[src/rtl/lin_rsp_pkg.sv]
package lin_rsp_pkg;

    typedef enum logic [2:0] {
        ST_IDLE,
        ST_SYNC,
        ST_PID,
        ST_RXD,
        ST_RXC,
        ST_TXD,
        ST_TXC
    } lin_st_e;

    localparam logic [7:0] SYNC_CHAR = 8'h55;

    // one step of an 8-bit sum whose carry is folded back into bit 0
    function automatic logic [7:0] fold_add(input logic [7:0] a, input logic [7:0] b);
        logic [8:0] s;
        s = {1'b0, a} + {1'b0, b};
        return s[7:0] + {7'd0, s[8]};
    endfunction

endpackage

[src/rtl/lin_csum_acc.sv]
module lin_csum_acc
    import lin_rsp_pkg::*;
(
    input  logic       clk_i,
    input  logic       rst_ni,
    input  logic       ld_i,
    input  logic       add_i,
    input  logic [7:0] byte_i,
    output logic [7:0] sum_o
);

    always_ff @(posedge clk_i or negedge rst_ni) begin
        if (!rst_ni) begin
            sum_o <= 8'h00;
        end else if (ld_i) begin
            sum_o <= byte_i;
        end else if (add_i) begin
            sum_o <= fold_add(sum_o, byte_i);
        end
    end

    // a load seeds the running sum with the identifier
    p_seed_r7: assert property (@(posedge clk_i) disable iff (!rst_ni)
        ld_i |=> sum_o == $past(byte_i));

endmodule

[src/rtl/lin_resp_regs.sv]
module lin_resp_regs #(
    parameter int DEPTH = 2,
    parameter int AW    = 1
) (
    input  logic          clk_i,
    input  logic          rst_ni,
    input  logic          we_i,
    input  logic [AW-1:0] wa_i,
    input  logic [7:0]    wd_i,
    input  logic [AW-1:0] ra_i,
    output logic [7:0]    rd_o
);

    logic [7:0] mem_q [DEPTH];

    for (genvar i = 0; i < DEPTH; i++) begin : g_ent
        always_ff @(posedge clk_i or negedge rst_ni) begin
            if (!rst_ni) begin
                mem_q[i] <= 8'h00;
            end else if (we_i && (int'(wa_i) == i)) begin
                mem_q[i] <= wd_i;
            end
        end
    end

    always_comb begin
        rd_o = 8'h00;
        for (int i = 0; i < DEPTH; i++) begin
            if (int'(ra_i) == i) rd_o = mem_q[i];
        end
    end

endmodule

[src/rtl/lin_frame_responder.sv]
module lin_frame_responder
    import lin_rsp_pkg::*;
#(
    parameter logic [7:0] RX_PID = 8'hAD,
    parameter logic [7:0] TX_PID = 8'h3C,
    parameter int         RX_LEN = 3,
    parameter int         TX_LEN = 2,
    localparam int        RESP_AW = (TX_LEN > 1) ? $clog2(TX_LEN) : 1
) (
    input  logic                clk_i,
    input  logic                rst_ni,
    input  logic                brk_i,
    input  logic                rx_vld_i,
    input  logic [7:0]          rx_byte_i,
    output logic                tx_vld_o,
    output logic [7:0]          tx_byte_o,
    input  logic                tx_ack_i,
    input  logic                resp_we_i,
    input  logic [RESP_AW-1:0]  resp_addr_i,
    input  logic [7:0]          resp_wdata_i,
    output logic [RX_LEN*8-1:0] rx_data_o,
    output logic                frame_ok_o,
    output logic                csum_err_o,
    output logic                sync_err_o,
    output logic                pid_err_o,
    output logic                tx_done_o
);

    localparam int MAXLEN = (RX_LEN > TX_LEN) ? RX_LEN : TX_LEN;
    localparam int CW     = $clog2(MAXLEN + 1);
    localparam logic [CW-1:0] RX_LAST = CW'(RX_LEN - 1);
    localparam logic [CW-1:0] TX_LAST = CW'(TX_LEN - 1);

    lin_st_e       st_q, st_d;
    logic [CW-1:0] cnt_q;
    logic          cnt_clr, cnt_inc, cap;
    logic          acc_ld, acc_add;
    logic [7:0]    acc_byte, sum, rd_byte;
    logic          f_ok, f_err, f_sync, f_pid, f_done;

    lin_resp_regs #(.DEPTH(TX_LEN), .AW(RESP_AW)) u_regs (
        .clk_i (clk_i),
        .rst_ni(rst_ni),
        .we_i  (resp_we_i),
        .wa_i  (resp_addr_i),
        .wd_i  (resp_wdata_i),
        .ra_i  (cnt_q[RESP_AW-1:0]),
        .rd_o  (rd_byte)
    );

    assign acc_byte = (st_q == ST_TXD) ? rd_byte : rx_byte_i;

    lin_csum_acc u_acc (
        .clk_i (clk_i),
        .rst_ni(rst_ni),
        .ld_i  (acc_ld),
        .add_i (acc_add),
        .byte_i(acc_byte),
        .sum_o (sum)
    );

    assign tx_vld_o  = (st_q == ST_TXD) || (st_q == ST_TXC);
    assign tx_byte_o = (st_q == ST_TXC) ? ~sum : rd_byte;

    // next state and control
    always_comb begin
        st_d    = st_q;
        cnt_clr = 1'b0;
        cnt_inc = 1'b0;
        cap     = 1'b0;
        acc_ld  = 1'b0;
        acc_add = 1'b0;
        f_ok    = 1'b0;
        f_err   = 1'b0;
        f_sync  = 1'b0;
        f_pid   = 1'b0;
        f_done  = 1'b0;
        if (brk_i) begin
            st_d    = ST_SYNC;
            cnt_clr = 1'b1;
        end else begin
            unique case (st_q)
                ST_IDLE: ;
                ST_SYNC: if (rx_vld_i) begin
                    if (rx_byte_i == SYNC_CHAR) begin
                        st_d = ST_PID;
                    end else begin
                        st_d   = ST_IDLE;
                        f_sync = 1'b1;
                    end
                end
                ST_PID: if (rx_vld_i) begin
                    if (rx_byte_i == RX_PID) begin
                        st_d    = ST_RXD;
                        acc_ld  = 1'b1;
                        cnt_clr = 1'b1;
                    end else if (rx_byte_i == TX_PID) begin
                        st_d    = ST_TXD;
                        acc_ld  = 1'b1;
                        cnt_clr = 1'b1;
                    end else begin
                        st_d  = ST_IDLE;
                        f_pid = 1'b1;
                    end
                end
                ST_RXD: if (rx_vld_i) begin
                    cap     = 1'b1;
                    acc_add = 1'b1;
                    cnt_inc = 1'b1;
                    if (cnt_q == RX_LAST) st_d = ST_RXC;
                end
                ST_RXC: if (rx_vld_i) begin
                    st_d = ST_IDLE;
                    if (rx_byte_i == ~sum) f_ok  = 1'b1;
                    else                   f_err = 1'b1;
                end
                ST_TXD: if (tx_ack_i) begin
                    acc_add = 1'b1;
                    cnt_inc = 1'b1;
                    if (cnt_q == TX_LAST) st_d = ST_TXC;
                end
                ST_TXC: if (tx_ack_i) begin
                    st_d   = ST_IDLE;
                    f_done = 1'b1;
                end
                default: st_d = ST_IDLE;
            endcase
        end
    end

    // state register
    always_ff @(posedge clk_i or negedge rst_ni) begin
        if (!rst_ni) st_q <= ST_IDLE;
        else         st_q <= st_d;
    end

    // counters, captured data and flags
    always_ff @(posedge clk_i or negedge rst_ni) begin
        if (!rst_ni) begin
            cnt_q      <= '0;
            rx_data_o  <= '0;
            frame_ok_o <= 1'b0;
            csum_err_o <= 1'b0;
            sync_err_o <= 1'b0;
            pid_err_o  <= 1'b0;
            tx_done_o  <= 1'b0;
        end else begin
            if (cnt_clr)      cnt_q <= '0;
            else if (cnt_inc) cnt_q <= cnt_q + 1'b1;
            for (int i = 0; i < RX_LEN; i++) begin
                if (cap && (int'(cnt_q) == i)) rx_data_o[i*8 +: 8] <= rx_byte_i;
            end
            frame_ok_o <= f_ok;
            csum_err_o <= f_err;
            sync_err_o <= f_sync;
            pid_err_o  <= f_pid;
            tx_done_o  <= f_done;
        end
    end

    // a break always removes the transmit request
    p_break_stops_tx_r2: assert property (@(posedge clk_i) disable iff (!rst_ni)
        brk_i |=> !tx_vld_o);

    // a received frame has a single verdict
    p_one_verdict_r7: assert property (@(posedge clk_i) disable iff (!rst_ni)
        !(frame_ok_o && csum_err_o));

    // status pulses never overlap
    p_flags_excl_r3: assert property (@(posedge clk_i) disable iff (!rst_ni)
        $onehot0({frame_ok_o, csum_err_o, sync_err_o, pid_err_o, tx_done_o}));

    // a sync error follows a received byte
    p_sync_cause_r3: assert property (@(posedge clk_i) disable iff (!rst_ni)
        sync_err_o |-> $past(rx_vld_i));

    // an unacknowledged byte is held steady
    p_tx_hold_r8: assert property (@(posedge clk_i) disable iff (!rst_ni)
        (tx_vld_o && !tx_ack_i && !brk_i && !resp_we_i) |=> (tx_vld_o && $stable(tx_byte_o)));

    // completion drops the request
    p_done_idle_r9: assert property (@(posedge clk_i) disable iff (!rst_ni)
        tx_done_o |-> !tx_vld_o);

endmodule

[config.mk]
export PLATFORM = sky130hd
export DESIGN_NAME = lin_frame_responder
export DESIGN_NICKNAME = d
export VERILOG_FILES = /design/src/rtl/lin_rsp_pkg.sv /design/src/rtl/lin_csum_acc.sv /design/src/rtl/lin_resp_regs.sv /design/src/rtl/lin_frame_responder.sv
export SDC_FILE = /design/constraint.sdc
export NUM_CORES = 1
export LEC_CHECK = 0
export ABC_AREA = 1
export BUFFER_PORTS_ARGS = -buffer_cell sky130_fd_sc_hd__buf_2
export CAP_MARGIN = 0
export CORE_UTILIZATION = 30
export DETAILED_ROUTE_END_ITERATION = 10
export PLACE_DENSITY = 0.49
export SLEW_MARGIN = 20
export SYNTH_ARGS = -nofsm -noshare
export SYNTH_HDL_FRONTEND = slang
export SYNTH_SLANG_ARGS = --single-unit
[constraint.sdc]
create_clock -name clk_i -period 3 [get_ports clk_i]
set_clock_uncertainty 0.1 [all_clocks]
set_input_delay 0.15 -clock clk_i [delete_from_list [all_inputs] [get_ports clk_i]]
set_output_delay 0.15 -clock clk_i [all_outputs]
set_load 0.005 [all_outputs]
# [Yosys cells after proc, flatten, opt, wreduce, memory -nomap -nowiden]
# Index checks and enable logic that the tools add are counted.
[classes] bitwise=2 reduce_logical=11 n_mul=0 add_sub_neg=3 n_mux=51 n_eq_ne=23 div=0 n_lt_le_gt_ge=0 n_shift=0
[op_table] cell="8-bit 2-to-1 mux" n=5
[op_table] cell="3-bit 2-to-1 mux" n=11
[op_table] cell="1-bit 2-to-1 mux" n=30
[op_table] cell="3-bit != test, second input constant" n=7
[op_table] cell="3-bit case mux with 7 select lines" n=1
[op_table] cell="8-bit by 8-bit adder with 9-bit output" n=1
[op_table] cell="3-bit equality test, second input constant" n=3
[op_table] cell="9-bit AND reduction" n=1
[op_table] cell="8-bit by 1-bit adder with 8-bit output" n=1
[op_table] cell="8-bit by 6-bit equality test with 1-bit output, second input constant" n=1
[op_table] cell="8-bit by 7-bit equality test with 1-bit output, second input constant" n=1
[op_table] cell="8-bit equality test" n=1
[op_table] cell="8-bit equality test, second input constant" n=1
[op_table] cell="8-bit NOT" n=1
[op_table] cell="2-bit equality test, second input constant" n=3
[op_table] cell="3-bit by 2-bit equality test with 1-bit output, second input constant" n=2
[op_table] cell="2-bit 2-to-1 mux" n=3
[op_table] cell="1-bit logical AND" n=5
[op_table] cell="2-bit nonzero test" n=2
[op_table] cell="3-bit by 1-bit equality test with 1-bit output, second input constant" n=1
[op_table] cell="3-bit zero test" n=1
[op_table] cell="3-bit by 2-bit != test with 1-bit output, second input constant" n=1
[op_table] cell="2-bit by 1-bit adder with 2-bit output, second input constant" n=1
[op_table] cell="2-bit by 1-bit equality test with 1-bit output, second input constant" n=1
[op_table] cell="other kinds (5)" n=5
[word_totals] mem_count=0 ramBits=0 word_cells=103 regBits=58 romBits=0 out_inout_bits=38 latchBits=0

# [Longest topological paths before layout]
[logic_depth] word_depth=7 ltp_mapped=24

# [Modules after synthesis]
# Synthesis repeated with hierarchy kept, for this count alone.
[unflattened] cells_unflattened=457 hier_area_um2=3525.9
[by_module_without_submodules] module="lin_frame_responder" seq_area_each_um2=850.8 area_per_inst_um2=1905.6 instances=1 cells_per_inst=235
[by_module_without_submodules] module="lin_csum_acc" seq_area_each_um2=200.2 area_per_inst_um2=862.1 instances=1 cells_per_inst=127
[by_module_without_submodules] module="lin_resp_regs" seq_area_each_um2=400.4 area_per_inst_um2=758.2 instances=1 cells_per_inst=95

# [Least setup slack after synthesis]
# OpenSTA, ideal clock, no wires.
[synth_path] path_type="reg-to-reg" from="reg cnt_q[0]" to="reg u_acc.sum_o[7]" n_path_buf=1 arrival_ns=2.851 t_required_ns=2.783 path_slack_ns=-0.068 path_stages_with_launch=25 path_cell_list="dfrtp_1 buf_4 clkinv_1 nand2_1 nand2_1 nand2_1 o21ai_0 ha_1 inv_1 fa_1 inv_1 nand2_1 nand3_1 a21oi_1 o21bai_1 ha_1 nand2_1 nor2_1 nand3_1 nor2_1 nand3_1 nand2_1 nand2_1 nand2_1 nand2_1"
[synth_via] elab_chain_cells=6
[synth_lines] item="start, declared" line_no="lin_frame_responder.sv:35" source="logic [CW-1:0] cnt_q;"
[synth_lines] item="start signal, assigned" line_no="lin_frame_responder.sv:149" source="else if (cnt_inc) cnt_q <= cnt_q + 1'b1;"
[synth_lines] item="8-bit 2-to-1 mux *" line_no="lin_resp_regs.sv:29" source="if (int'(ra_i) == i) rd_o = mem_q[i];"
[synth_lines] item="8-bit 2-to-1 mux *" line_no="lin_frame_responder.sv:51" source="assign acc_byte = (st_q == ST_TXD) ? rd_byte : rx_byte_i;"
[synth_lines] item="8-bit by 8-bit adder with 9-bit output" line_no="lin_rsp_pkg.sv:18" source="s = {1'b0, a} + {1'b0, b};"
[synth_lines] item="8-bit by 1-bit adder with 8-bit output" line_no="lin_rsp_pkg.sv:19" source="return s[7:0] + {7'd0, s[8]};"
[synth_lines] item="8-bit 2-to-1 mux" line_no="lin_csum_acc.sv:17" source="end else if (add_i) begin"
[synth_lines] item="8-bit 2-to-1 mux *" line_no="lin_csum_acc.sv:15" source="end else if (ld_i) begin"
[synth_lines] item="end signal, assigned" line_no="lin_csum_acc.sv:16" source="sum_o <= byte_i;"
[synth_lines] item="end signal, assigned" line_no="lin_csum_acc.sv:18" source="sum_o <= fold_add(sum_o, byte_i);"
[synth_lines] item="end, declared" line_no="lin_csum_acc.sv:9" source="output logic [7:0] sum_o"
# Every way passes the cells marked *; elsewhere a longest branch is shown, timed or not. The select of a mux whose other input is x is not followed.
# A chain may end at the register's enable or synchronous reset.

# [Worst setup path in the final report]
[layout_path] from="reg cnt_q[0]" to="reg u_acc.sum_o[1]"
# The elaborated chain is that of the path after synthesis.

==> key figures <==
Route
  • Post-Route WL: 9.872 mm
  • Via density per instance: 4.633
  • Iter 0 DRT Violations: 210
  • Vias: 3266
  • Routed length per instance: 14.00 µm
  • Initial DRT Pass Iterations: 4
  • DRC Markers: 0
  • Post-DRT Antenna Nets: 0

Power and ir drop
  • Leakage Power: 2.540 nW
  • VDD IR max: 0.3327 mV
  • Pwr dens: 560.2 nW/µm²
  • Pwr Total: 2.668 mW

Synthesis
  • Top post-synthesis cells by area: dfrtp_1 42%, nand2_1 15%, inv_1 5.7%
  • Seq/Total Area, Yosys: 41.52%
  • Count leader, synth: nand2_1
  • Synth Cell Area: 3496 µm²
  • Post-Synthesis Cells: 440
  • Post-synth EDFFs: 0
  • Area share of the largest cell type after synthesis: 41.52%
  • Yosys top cell by area: dfrtp_1
  • Top FF cell, synth: dfrtp_1
  • Mapped Nets: 478
  • Synth cell types: 39
  • Ys async rst share: 100.0%
  • Synth cell count leaders: 139 x nand2_1, 58 x dfrtp_1, 53 x inv_1
  • Synthesized area per cell: 7.945 µm²
  • Seq cells post-synth: 58
  • Yosys warning count: 0

Run
  • Max cap viols: 0

Final layout
  • Share of cells above drive strength 1: 30.43%
  • Layout Cells excl Fill: 705
  • Final instance area: 4762 µm²
  • # nets final: 595
  • ANT cells: 0
  • Layout area overhead: 36.22%

Place
  • Final RePlAce weighted congestion: 0.8785
  • Placed insts: 665
  • Port bufs: 60
  • Post-DP HPWL: 7.503 mm
  • DP Area: 4143 µm²
  • Pre-CTS WS: -0.1374 ns

Setup path
  • WP data required: 3.08 ns
  • Crit path DAT: 3.08 ns
  • Setup crit end kind: register
  • Startpoint Class: register
  • Crit path max fanout: 5
  • Worst setup path category: register to register

Clocking
  • Clk pin slew, worst setup/hold paths: 0.05 ns
  • Clock sinks: 58
  • Clock Path Buffers: 2
  • CTS tree: yes
  • H-tree lvl count: 3
  • Worst-skew pair later-pin latency: 0.33 ns
  • CTS root buffer: clkbuf_16
  • Num CTS Buffers: 9

STA
  • Worst-Margin Slew: 0.9048 ns
  • Final Critical Period: 2.995 ns
  • Highest clock rate: 0.3339 GHz
  • Final Max Tran Viols: 0
  • Worst setup margin: 0.005060 ns
  • Max_slew headroom: 39.68%
  • # setup viols final: 0
  • Period utilization: 99.83%
  • Final hold violation count: 0
  • WHS: 0.08788 ns
  • Unrepaired setup endpoints after global routing: yes

Global routing
  • Largest net degree at the start of global routing: 41
  • First-pass GRT wire length: 15.39 mm
  • Vias in the first global route: 3142
  • Initial antenna violation count: 0
  • Total GRT Usage: 17.31%
  • Grt ovf: 0

Outcome
  • Status: completed

Floorplanning
  • Die W: 110.0 µm
  • Ports: 61
  • Die H: 110.0 µm
  • Num rows: 39
  • Starting Density: 30.75%
  • DIE AREA: 12090 µm²
  • Core Region: 11370 µm²

Worst hold path
  • Worst Hold Class: input port to register
stage by stage:
step | util (%) | setup TNS [ns]
detailed placement | 36.44 | -0.4596
CTS | 40.83 | -0.003218
global placement | 36.44 | -0.06628
finish | 41.88 | 0
floorplan | - | -0.01596
global route | 41.88 | -0.5811
per-layer routing:
layer / track usage (%) / wire length (µm) / vias to the layer above
met5: 0 / 0 / -
met2: 27.99 / 4508 / 86
met4: 8.190 / 269 / 0
met1: 21.20 / 4593 / 1500
li1: - / - / 1659
met3: 4.801 / 501 / 21
flip-flops by register name, indices dropped and copies added (netlist names):
name / flops
rx_data_o: 24
u_regs.mem_q: 16
u_acc.sum_o: 8
st_q: 3
cnt_q: 2
csum_err_o: 1
frame_ok_o: 1
pid_err_o: 1
sync_err_o: 1
tx_done_o: 1
worst max-delay path: stages, from the launching register on:
cell and delay [ns]:
dfrtp_2 0.44, buf_4 0.17, nand2_1 0.07, nand2_2 0.07, nand2_1 0.06, o21ai_0 0.08, ha_1 0.34, buf_4 0.16
a21oi_4 0.15, nand3_2 0.10, a21oi_2 0.16, o21bai_2 0.10, ha_2 0.20, buf_4 0.13, buf_4 0.12, buf_4 0.12
xor2_1 0.17, o22ai_1 0.11
what timing repair did:
| action | CTS | global route |
|---|---|---|
| hold buffers | 11 | 0 |
| gates cloned | 0 | 1 |
| endpoints found under the hold margin | 55 | 0 |
| resized for setup | 14 | 20 |
| setup buffers | 7 | 5 |
| setup endpoints to repair | 4 | 6 |
| pin swaps | 13 | 16 |
layout make-up:
| class | instances | area, µm² |
|---|---|---|
| fill | 1171 | 6608 |
| multi-input combinational | 316 | 1874 |
| sequential | 58 | 1453 |
| timing repair buffer | 114 | 737.0 |
| clock buffer | 11 | 242.7 |
| inverter | 58 | 222.7 |
| tap | 143 | 178.9 |
| clock inverter | 5 | 53.80 |
path summary, 6_finish.rpt:
path                              startpoint             end  slack, ns  cells after the start
worst max-delay path                cnt_q[0]  u_acc.sum_o[1]      0.005                     17
worst min-delay path                rx_vld_i      frame_ok_o       0.09                      3
worst min register to register  rx_data_o[8]    rx_data_o[8]       0.38                      1
min in group asynchronous             rst_ni    rx_data_o[6]       0.39                      2
max in group asynchronous             rst_ni        cnt_q[0]       1.58                      3
worst max register to register      cnt_q[0]  u_acc.sum_o[1]      0.005                     17
cell usage in the layout (no fill, tap or decap), types with 2 or more instances in the layout:
cell type,instances
a21oi_1,6
a21oi_2,2
buf_2,60
buf_4,42
clkbuf_16,9
clkinv_2,3
dfrtp_1,57
dlygate4sd3_1,11
ha_1,10
ha_2,3
inv_1,51
inv_2,5
inv_4,2
mux2_2,3
nand2_1,131
nand2_2,8
nand2_4,2
nand3_1,27
nand3_2,5
nand3b_1,3
nand4_1,6
nor2_1,14
nor2_2,5
nor2_4,4
nor2_8,4
nor3_1,3
o211ai_1,3
o21a_1,21
o21ai_0,27
o21ai_1,6
o21ai_2,3
o22ai_1,3
xor2_1,7
where the power goes:
part | total, mW | internal (mW) | switching [mW]
combinational | 0.717 | 0.314 | 0.402
sequential | 0.943 | 0.866 | 0.0773
clock | 1.01 | 0.661 | 0.348
logic make-up after synthesis:
| logic type | Yosys count | synth area share (%) |
|---|---|---|
| buffers and inverters | 67 | 8.554 |
| AOI/OAI and AO/OA | 77 | 13.78 |
| adders and majority gates | 15 | 5.583 |
| xor gates and xnor gates | 7 | 1.754 |
| and+or+nand+nor | 213 | 27.85 |
| muxes | 3 | 0.9663 |
| DFF | 58 | 41.52 |
No activity file was read; power rests on OpenSTA's default activity.
